===== config.mk =====
export PLATFORM = sky130hd
export DESIGN_NAME = sdram_bank_tracker
export DESIGN_NICKNAME = d
export VERILOG_FILES = /design/src/rtl/sdram_bank_pkg.sv /design/src/rtl/sdram_cmd_route.sv /design/src/rtl/sdram_burst_term.sv /design/src/rtl/sdram_bank_slot.sv /design/src/rtl/sdram_bank_tracker.sv
export SDC_FILE = /design/constraint.sdc
export NUM_CORES = 1
export LEC_CHECK = 0
export ABC_AREA = 1
export ABC_CLOCK_PERIOD_IN_PS = 1500
export BUFFER_PORTS_ARGS = -buffer_cell sky130_fd_sc_hd__buf_2
export CAP_MARGIN = 0
export CORE_MARGIN = 2
export CORE_UTILIZATION = 43
export DETAILED_ROUTE_END_ITERATION = 16
export GPL_ROUTABILITY_DRIVEN = 1
export PLACE_DENSITY = 0.66
export SLEW_MARGIN = 20
export SYNTH_ARGS = -nofsm -noshare
export SYNTH_HDL_FRONTEND = slang
export SYNTH_SLANG_ARGS = --single-unit

===== constraint.sdc =====
create_clock -name clk -period 1.5 [get_ports clk]
set_input_delay 0.15 -clock clk [delete_from_list [all_inputs] [get_ports clk]]
set_output_delay 0.15 -clock clk [all_outputs]
set_load 0.03 [all_outputs]

===== src/rtl/sdram_bank_pkg.sv =====
`timescale 1ns/1ps
package sdram_bank_pkg;
  typedef enum logic [2:0] {
    CMD_NOP = 3'd0,
    CMD_ACT = 3'd1,
    CMD_RD  = 3'd2,
    CMD_WR  = 3'd3,
    CMD_PRE = 3'd4,
    CMD_BST = 3'd5
  } cmd_e;

  typedef enum logic [1:0] {
    BK_IDLE  = 2'd0,
    BK_OPEN  = 2'd1,
    BK_PRECH = 2'd2
  } bank_st_e;

  // per-bank decoded request
  typedef struct packed {
    logic act;
    logic rd;
    logic wr;
    logic pre;
    logic trunc;
    logic ap;
  } bank_req_t;
endpackage


===== src/rtl/sdram_cmd_route.sv =====
`timescale 1ns/1ps
module sdram_cmd_route
  import sdram_bank_pkg::*;
#(
  parameter int NUM_BANKS = 4,
  localparam int BA_W = $clog2(NUM_BANKS)
) (
  input  logic [2:0]      cmd_i,
  input  logic [BA_W-1:0] ba_i,
  input  logic            a10_i,
  input  logic [NUM_BANKS-1:0] trunc_i,
  output bank_req_t       req_o [NUM_BANKS]
);
  cmd_e cmd;
  assign cmd = cmd_e'(cmd_i);

  for (genvar b = 0; b < NUM_BANKS; b++) begin : g_bank
    logic sel;
    assign sel = (ba_i == BA_W'(b));
    always_comb begin
      req_o[b].act   = (cmd == CMD_ACT) && sel;
      req_o[b].rd    = (cmd == CMD_RD)  && sel;
      req_o[b].wr    = (cmd == CMD_WR)  && sel;
      // all-bank close ignores the bank number
      req_o[b].pre   = (cmd == CMD_PRE) && (a10_i || sel);
      req_o[b].trunc = trunc_i[b];
      req_o[b].ap    = a10_i;
    end
  end
endmodule


===== src/rtl/sdram_burst_term.sv =====
`timescale 1ns/1ps
module sdram_burst_term
  import sdram_bank_pkg::*;
#(
  parameter int NUM_BANKS = 4,
  localparam int BA_W = $clog2(NUM_BANKS)
) (
  input  logic                 clk,
  input  logic                 rst_n,
  input  logic [2:0]           cmd_i,
  input  logic [BA_W-1:0]      ba_i,
  input  logic                 a10_i,
  input  logic [NUM_BANKS-1:0] rw_rdy_i,
  output logic [NUM_BANKS-1:0] trunc_o,
  output logic                 bad_o
);
  logic [BA_W-1:0] last_ba_q;
  logic            last_ap_q;
  logic            have_q;

  // remember the most recent accepted read
  always_ff @(posedge clk) begin
    if (!rst_n) begin
      last_ba_q <= '0;
      last_ap_q <= 1'b0;
      have_q    <= 1'b0;
    end else if (cmd_e'(cmd_i) == CMD_RD && rw_rdy_i[ba_i]) begin
      last_ba_q <= ba_i;
      last_ap_q <= a10_i;
      have_q    <= 1'b1;
    end
  end

  always_comb begin
    trunc_o = '0;
    bad_o   = 1'b0;
    if (cmd_e'(cmd_i) == CMD_BST && have_q) begin
      if (last_ap_q) bad_o = 1'b1;
      else           trunc_o[last_ba_q] = 1'b1;
    end
  end
endmodule


===== src/rtl/sdram_bank_slot.sv =====
`timescale 1ns/1ps
module sdram_bank_slot
  import sdram_bank_pkg::*;
#(
  parameter int ROW_W = 13,
  parameter int CNT_W = 8
) (
  input  logic             clk,
  input  logic             rst_n,
  input  bank_req_t        req_i,
  input  logic [ROW_W-1:0] row_i,
  input  logic [CNT_W-1:0] t_ras_i,
  input  logic [CNT_W-1:0] t_rp_i,
  input  logic [CNT_W-1:0] blen_i,
  output logic             open_o,
  output logic [ROW_W-1:0] row_o,
  output logic             rw_rdy_o,
  output logic             act_rdy_o,
  output logic             busy_o,
  output logic             bad_o
);
  localparam logic [CNT_W-1:0] ONE = CNT_W'(1);

  bank_st_e         st_q;
  logic [ROW_W-1:0] row_q;
  logic [CNT_W-1:0] ras_q, trp_q, bcnt_q;
  logic             ap_q;

  function automatic logic [CNT_W-1:0] dec(input logic [CNT_W-1:0] v);
    return (v == '0) ? v : v - ONE;
  endfunction

  // a counter at or below one means the coming edge is legal
  logic in_trp, act_ok, rw_ok, ap_fire, pre_go;
  logic open_go, close_go, rw_go;

  assign in_trp   = (st_q == BK_PRECH) && (trp_q > ONE);
  assign act_ok   = (st_q == BK_IDLE) || ((st_q == BK_PRECH) && !in_trp);
  assign rw_ok    = (st_q == BK_OPEN) && !ap_q;
  assign ap_fire  = (st_q == BK_OPEN) && ap_q && (ras_q <= ONE) && (bcnt_q <= ONE);
  assign pre_go   = req_i.pre && rw_ok;
  assign open_go  = req_i.act && act_ok;
  assign close_go = ap_fire || pre_go;
  assign rw_go    = (req_i.rd || req_i.wr) && rw_ok;

  assign bad_o = (req_i.act && !act_ok) || ((req_i.rd || req_i.wr) && !rw_ok);

  always_ff @(posedge clk) begin
    if (!rst_n) begin
      st_q   <= BK_IDLE;
      row_q  <= '0;
      ras_q  <= '0;
      trp_q  <= '0;
      bcnt_q <= '0;
      ap_q   <= 1'b0;
    end else begin
      ras_q  <= dec(ras_q);
      trp_q  <= dec(trp_q);
      bcnt_q <= req_i.trunc ? '0 : dec(bcnt_q);
      if (open_go) begin
        st_q  <= BK_OPEN;
        row_q <= row_i;
        ras_q <= t_ras_i;
        ap_q  <= 1'b0;
      end else if (close_go) begin
        st_q  <= BK_PRECH;
        trp_q <= t_rp_i;
        ap_q  <= 1'b0;
      end else if (rw_go) begin
        bcnt_q <= blen_i;
        ap_q   <= req_i.ap;
      end else if (st_q == BK_PRECH && act_ok) begin
        st_q <= BK_IDLE;
      end
    end
  end

  assign open_o    = (st_q == BK_OPEN);
  assign row_o     = row_q;
  assign rw_rdy_o  = rw_ok;
  assign act_rdy_o = act_ok;
  assign busy_o    = (bcnt_q != '0);
endmodule


===== src/rtl/sdram_bank_tracker.sv =====
`timescale 1ns/1ps
module sdram_bank_tracker
  import sdram_bank_pkg::*;
#(
  parameter int NUM_BANKS = 4,
  parameter int ROW_W     = 13,
  parameter int CNT_W     = 8,
  localparam int BA_W     = $clog2(NUM_BANKS)
) (
  input  logic                       clk,
  input  logic                       rst_n,
  input  logic [2:0]                 cmd_i,
  input  logic [BA_W-1:0]            ba_i,
  input  logic                       a10_i,
  input  logic [ROW_W-1:0]           row_i,
  input  logic [CNT_W-1:0]           t_ras_i,
  input  logic [CNT_W-1:0]           t_rp_i,
  input  logic [CNT_W-1:0]           burst_len_i,
  output logic [NUM_BANKS-1:0]       bank_open_o,
  output logic [NUM_BANKS*ROW_W-1:0] bank_row_o,
  output logic [NUM_BANKS-1:0]       rw_rdy_o,
  output logic [NUM_BANKS-1:0]       act_rdy_o,
  output logic [NUM_BANKS-1:0]       busy_o,
  output logic                       illegal_o
);
  bank_req_t            req [NUM_BANKS];
  logic [NUM_BANKS-1:0] trunc;
  logic [NUM_BANKS-1:0] bank_bad;
  logic                 bst_bad;
  logic                 illegal_q;

  sdram_burst_term #(.NUM_BANKS(NUM_BANKS)) u_term (
    .clk      (clk),
    .rst_n    (rst_n),
    .cmd_i    (cmd_i),
    .ba_i     (ba_i),
    .a10_i    (a10_i),
    .rw_rdy_i (rw_rdy_o),
    .trunc_o  (trunc),
    .bad_o    (bst_bad)
  );

  sdram_cmd_route #(.NUM_BANKS(NUM_BANKS)) u_route (
    .cmd_i   (cmd_i),
    .ba_i    (ba_i),
    .a10_i   (a10_i),
    .trunc_i (trunc),
    .req_o   (req)
  );

  for (genvar b = 0; b < NUM_BANKS; b++) begin : g_slot
    sdram_bank_slot #(.ROW_W(ROW_W), .CNT_W(CNT_W)) u_slot (
      .clk       (clk),
      .rst_n     (rst_n),
      .req_i     (req[b]),
      .row_i     (row_i),
      .t_ras_i   (t_ras_i),
      .t_rp_i    (t_rp_i),
      .blen_i    (burst_len_i),
      .open_o    (bank_open_o[b]),
      .row_o     (bank_row_o[b*ROW_W +: ROW_W]),
      .rw_rdy_o  (rw_rdy_o[b]),
      .act_rdy_o (act_rdy_o[b]),
      .busy_o    (busy_o[b]),
      .bad_o     (bank_bad[b])
    );
  end

  always_ff @(posedge clk) begin
    if (!rst_n) illegal_q <= 1'b0;
    else        illegal_q <= (|bank_bad) || bst_bad;
  end

  assign illegal_o = illegal_q;
endmodule


* After elaboration in Yosys (flattened, before gate mapping)
Index checks and enable logic that the tools add are counted.
W data, S select, Z words.
** Operators by class
- Eq/ne operators :: 28
- Mux-type cells :: 64
- Reductions and logical operators :: 150
- Bitwise gates (word level) :: 1
- Add/sub/neg operators :: 12
- Magnitude comparators :: 15
** Operator list (number)
- $mux W8 :: 40
- $logic_not A8 Y1 :: 12
- $sub A8 B1 Y8 const B :: 12
- $logic_and A1 B1 Y1 :: 67
- $le A8 B1 Y1 const B :: 8
- $gt A8 B1 Y1 const B :: 4
- $reduce_bool A8 Y1 :: 4
- $mux W2 :: 12
- $logic_or A1 B1 Y1 :: 21
- $logic_not A1 Y1 :: 16
- $ne A2 B1 Y1 const B :: 8
- $reduce_and A2 Y1 :: 8
- $eq A2 B2 Y1 const B :: 6
- $ne A3 B1 Y1 const B :: 4
- $reduce_bool A3 Y1 :: 4
- $reduce_or A3 Y1 :: 4
- $eq A2 B1 Y1 const B :: 5
- $logic_not A2 Y1 :: 5
- $mux W1 :: 8
- $mux W4 :: 2
- $reduce_bool A2 Y1 :: 4
- $reduce_or A2 Y1 :: 4
- $eq A3 B2 Y1 const B :: 2
- $eq A3 B3 Y1 const B :: 2
- 7 further kinds :: 8
** Word-level totals
- Output and inout port bits :: 69
- Word-level logic and storage cells :: 302
- Input bits :: 45
- Register bits after elaboration :: 165

* Logic depth before layout (Yosys ltp)
- Depth in word-level cells :: 10
- Mapped depth :: 13
- Gate-level depth less buffers :: 12

* Hierarchy
From an unflattened synthesis, not the netlist that was laid out.
** Unflattened totals
- Cells, all modules :: 1552
- Area total of the unflattened synthesis :: 9867.0 um2
** Modules (own cells, without submodules)
- sdram_bank_slot :: sequential area each 800.8 um2, cells each 365, instances 4, area each 2336.0 um2
- sdram_burst_term :: sequential area each 80.1 um2, cells each 43, instances 1, area each 280.3 um2
- sdram_cmd_route :: sequential area each 0.0 um2, cells each 42, instances 1, area each 198.9 um2
- sdram_bank_tracker :: sequential area each 20.0 um2, cells each 7, instances 1, area each 43.8 um2

* Worst setup path before layout
OpenSTA, ideal clock, no wires.
- Path type :: register to register
- Start point :: register g_slot[0].u_slot.trp_q[0]
- End point :: register g_slot[0].u_slot.ras_q[2]
- Setup time :: 70 ps
- Buffers on the path :: 1
- Period minus slack after synthesis :: 1550 ps
- Stages on the path, launching flop included :: 11
- Arrival :: 1479 ps
- Path slack :: -50 ps
- Data required time :: 1430 ps
- Cell sequence :: dfxtp_1 -> inv_1 -> ha_1 -> nor2_1 -> nor2_1 -> nand2_1 -> nand2_1 -> nand3_2 -> clkbuf_1 -> nand3_1 -> a21oi_1
** On the way
- Word-level cells in the longest chain between the ends :: 7
- Elaborated cells between the ends (all ways) :: 8
- Classes of those cells :: order compare (1); eq/ne (1); mux (1); reduce/logical (5)
** Ends and longest elaborated chain
- start: declaration :: RTL line sdram_bank_slot.sv:26 : logic [CNT_W-1:0] ras_q, trp_q, bcnt_q;
- start signal: assignment :: RTL line sdram_bank_slot.sv:58 : trp_q <= dec(trp_q);
- start signal: assignment :: RTL line sdram_bank_slot.sv:67 : trp_q <= t_rp_i;
- $gt A8 B1 Y1 * :: RTL line sdram_bank_slot.sv:37 : assign in_trp = (st_q == BK_PRECH) && (trp_q > ONE);
- $logic_and A1 B1 Y1 * :: RTL line sdram_bank_slot.sv:37
- $logic_not A1 Y1 * :: RTL line sdram_bank_slot.sv:38 : assign act_ok = (st_q == BK_IDLE) || ((st_q == BK_PRECH) && !in_trp);
- $logic_and A1 B1 Y1 * :: RTL line sdram_bank_slot.sv:38
- $logic_or A1 B1 Y1 * :: RTL line sdram_bank_slot.sv:38
- $logic_and A1 B1 Y1 * :: RTL line sdram_bank_slot.sv:42 : assign open_go = req_i.act && act_ok;
- $ne A2 B1 Y1 (no line) or $mux W8 (tied branches)
- end signal: assignment :: RTL line sdram_bank_slot.sv:57 : ras_q <= dec(ras_q);
- end signal: assignment :: RTL line sdram_bank_slot.sv:63 : ras_q <= t_ras_i;
- end: declaration :: RTL line sdram_bank_slot.sv:26
Mark *: on every way between the ends. The rest lies on a longest branch, timed or not.
A chain may end at the register's enable or synchronous reset.

* Worst setup path in the final report
- Start point :: register g_slot[2].u_slot.trp_q[0]
- End point :: output act_rdy_o[2]
** On the way
- Word-level cells in the longest chain between the ends :: 5
** Ends and longest elaborated chain
- start: declaration :: RTL line sdram_bank_slot.sv:26
- start signal: assignment :: RTL line sdram_bank_slot.sv:58
- start signal: assignment :: RTL line sdram_bank_slot.sv:67
- $gt A8 B1 Y1 :: RTL line sdram_bank_slot.sv:37
- $logic_and A1 B1 Y1 :: RTL line sdram_bank_slot.sv:37
- $logic_not A1 Y1 :: RTL line sdram_bank_slot.sv:38
- $logic_and A1 B1 Y1 :: RTL line sdram_bank_slot.sv:38
- $logic_or A1 B1 Y1 :: RTL line sdram_bank_slot.sv:38
- end: declaration :: RTL line sdram_bank_tracker.sv:22 : output logic [NUM_BANKS-1:0] act_rdy_o,
Every way passes these cells.

==> flow_summary.yaml <==
run_status:
  run_status: "finished, violations left"
  violations: "setup timing"
clock_tree:
  cts_tree: "yes"
  clk_pin_slew_ns: 0.08
  clock_latency_ns: 0.45
  cts_buffer_depth: 2
  cts_made_buffers: 17
  clkSinkCount: 165
  htreeDepth: 4
  cts_root_buffer: "clkbuf_16"
finish:
  diodes: 0
  syn2layout_area_growth_pct: 60.5
  drive_above_1_share: 0.472
  final_common_cell: "nor2_1"
  final_util: 0.700
  finalNonFillerCells: 1886
  final_cell_mix: "nor2_1 (178), buf_4 (168), nand2_1 (162)"
  final_nets: 1685
setup_path:
  startpoint_type: "register"
  r2r_start: "g_slot[0].u_slot.trp_q[1]"
  r2r-end: "g_slot[0].u_slot.ras_q[6]"
  arrival_ns: 1.61
  cp_max_fo: 3
  r2r_slack_ns: -0.25
  ff2ff_path_depth: 13
  endpoint_kind: "output pin"
  worstSetupPathType: "reg -> out"
  required_ns: 1.35
routing:
  avgRoutedWirePerCell_um: 17.1
  via_per_inst: 5.37
  vias: 10100
  finalWirelength_mm: 32.3
  drc: 0
  final_antenna_net_count: 0
  drt_iter0_markers: 900
  firstDrtPassIters: 5
pwr:
  vdd_drop_max_v: 0.00102
  leakage_nw: 6.30
  power.density_mw_per_mm2: 1900
  total_power_mw: 26.9
grt:
  antenna_found_initial: 0
  grt_usage: 0.265
  grt_max_degree: 57
  grt_pass1_vias: 9453
  grt.overflow.total: 0
  grt_pass1_wl_mm: 46.1
timing:
  max_slew.worst_pin.slew_ns: 0.363
  max_slew_margin: 0.757
  finalSetupViolCount: 126
  setup_ws_ns: -0.257
  clock_skew_ns: 0.0155
  fin_crit_sh: 1.17
  hold_viol: 0
  finalMaxSlewViolations: 0
  fmax_ghz: 0.569
  rsz0062_at_grt: "yes"
  min_period_ns: 1.76
die:
  row_count: 52
  io_pins: 114
  core_mm2: 0.0202
  dieArea_mm2: 0.0216
  die_w_um: 147
  dieHeight_um: 147
  start_util: 0.436
synthesis:
  yosysSeqAreaShare: 0.376
  synthCells: 1281
  async_reset_ff_frac: 0
  synth.distinct_cells: 34
  syn-cell-area_mm2: 0.00879
  avgSynthCellArea_um2: 6.86
  synth.net_count: 1362
  yosys_register_bits: 165
  synth_warnings: 0
  synthFlopType: "dfxtp_1"
  synth_edf_count: 0
min_path:
  hp-start: "t_ras_i[0]"
  holdCritPathClass: "in -> reg"
  hold_end: "g_slot[1].u_slot.ras_q[0]"
  holdPathStages: 3
placement:
  gp_congestion: 0.885
  port_buffers: 113
  dpl.hpwl_mm: 18.6
  placed_cells: 1767
job:
  maxCapViolCount: 0
power breakdown:
group	switching [mW]	internal, mW
Clock	2.19	2.57
Combinational	8.40	7.26
Sequential	0.879	5.57
Total	11.5	15.4
how the worst max path moves through the flow:
stage,cells past startpoint,start,endpoint
5_1_grt,12,g_slot[2].u_slot.trp_q[6],g_slot[2].u_slot.row_o[2]
2_1_floorplan,11,g_slot[1].u_slot.trp_q[0],g_slot[1].u_slot.st_q[0]
6_report,9,g_slot[2].u_slot.trp_q[0],act_rdy_o[2]
4_1_cts,9,g_slot[2].u_slot.trp_q[1],act_rdy_o[2]
3_5_place_dp,11,g_slot[0].u_slot.trp_q[1],g_slot[0].u_slot.ras_q[5]
3_3_place_gp,12,g_slot[2].u_slot.trp_q[1],g_slot[2].u_slot.ras_q[1]
synthesized netlist by cell type (all sizes together), types with 2 or more instances:
library cell / count / area (um2)
xnor2: 16 / 140
nor2: 265 / 1020
inv: 119 / 447
nand3: 84 / 460
a22oi: 6 / 45.0
xor2: 34 / 298
o211ai: 5 / 37.5
nand4: 19 / 119
nand2: 221 / 835
nor3: 17 / 106
or2: 4 / 25.0
clkbuf: 20 / 75.1
ha: 36 / 450
buf: 35 / 238
a21oi: 97 / 485
dfxtp: 165 / 3300
and2: 2 / 12.5
o31ai: 3 / 22.5
o21ai: 130 / 651
state kept, by name (all words and copies together) (netlist names):
signal                count
g_slot.u_slot.row_o      52
g_slot.u_slot.bcnt_q     32
g_slot.u_slot.ras_q      32
g_slot.u_slot.trp_q      32
g_slot.u_slot.st_q        8
g_slot.u_slot.ap_q        4
u_term.last_ba_q          2
illegal_o                 1
u_term.have_q             1
u_term.last_ap_q          1
logic make-up after synthesis:
family / synth area share
flip-flops: 0.376
AND/OR/NAND/NOR: 0.294
AO/OA/AOI/OAI: 0.143
buffers and inverters: 0.0864
adder cells (fa/ha/maj): 0.0512
XOR/XNOR: 0.0498
repair_timing:
item / in CTS / in global routing
cloned: 12 / 5
gates resized for setup: 320 / 333
setup endpoints to repair: 140 / 172
hold buffers: 2 / 0
buffers inserted: 48 / 34
endpoints found under the hold margin: 2 / 0
pin swaps: 55 / 129
per-stage QoR:
stage	area [um2]	setup TNS, ns	setup WS, ns	hold slack (ns)
floorplan	8800	0	0.00614	0.285
global placement	10700	-5.67	-0.133	0.437
detailed placement	10700	-10.49	-0.160	0.450
CTS	12900	-14.09	-0.262	0.000155
global route	14100	-28.94	-0.349	0.00738
finish	14100	-18.06	-0.257	0.00937
per-layer routing:
layer	vias up	wire length [um]	global-route usage
met4	0	1120	0.101
met1	4791	12900	0.327
li1	4806	-	-
met3	110	2020	0.0491
met5	-	0	0
met2	415	16300	0.459
worst max-delay path: stages (launching register included):
cell and delay [ns]:
dfxtp_4 0.37, inv_4 0.06, ha_4 0.13, nor2_4 0.03, nor2_1 0.09, nand2_1 0.10
nand2_2 0.13, nand2_4 0.08, inv_2 0.06, buf_6 0.12
final cells by class:
cell class / instances / area, um2
inverter: 119 / 524
timing repair buffer: 356 / 3020
clock inverter: 14 / 203
clock buffer: 17 / 425
sequential: 165 / 3360
multi-input combinational: 942 / 6220
fill: 1460 / 6050
tap: 270 / 338
timing repair inverter: 3 / 25.0
(Power assumes the default switching activity.)
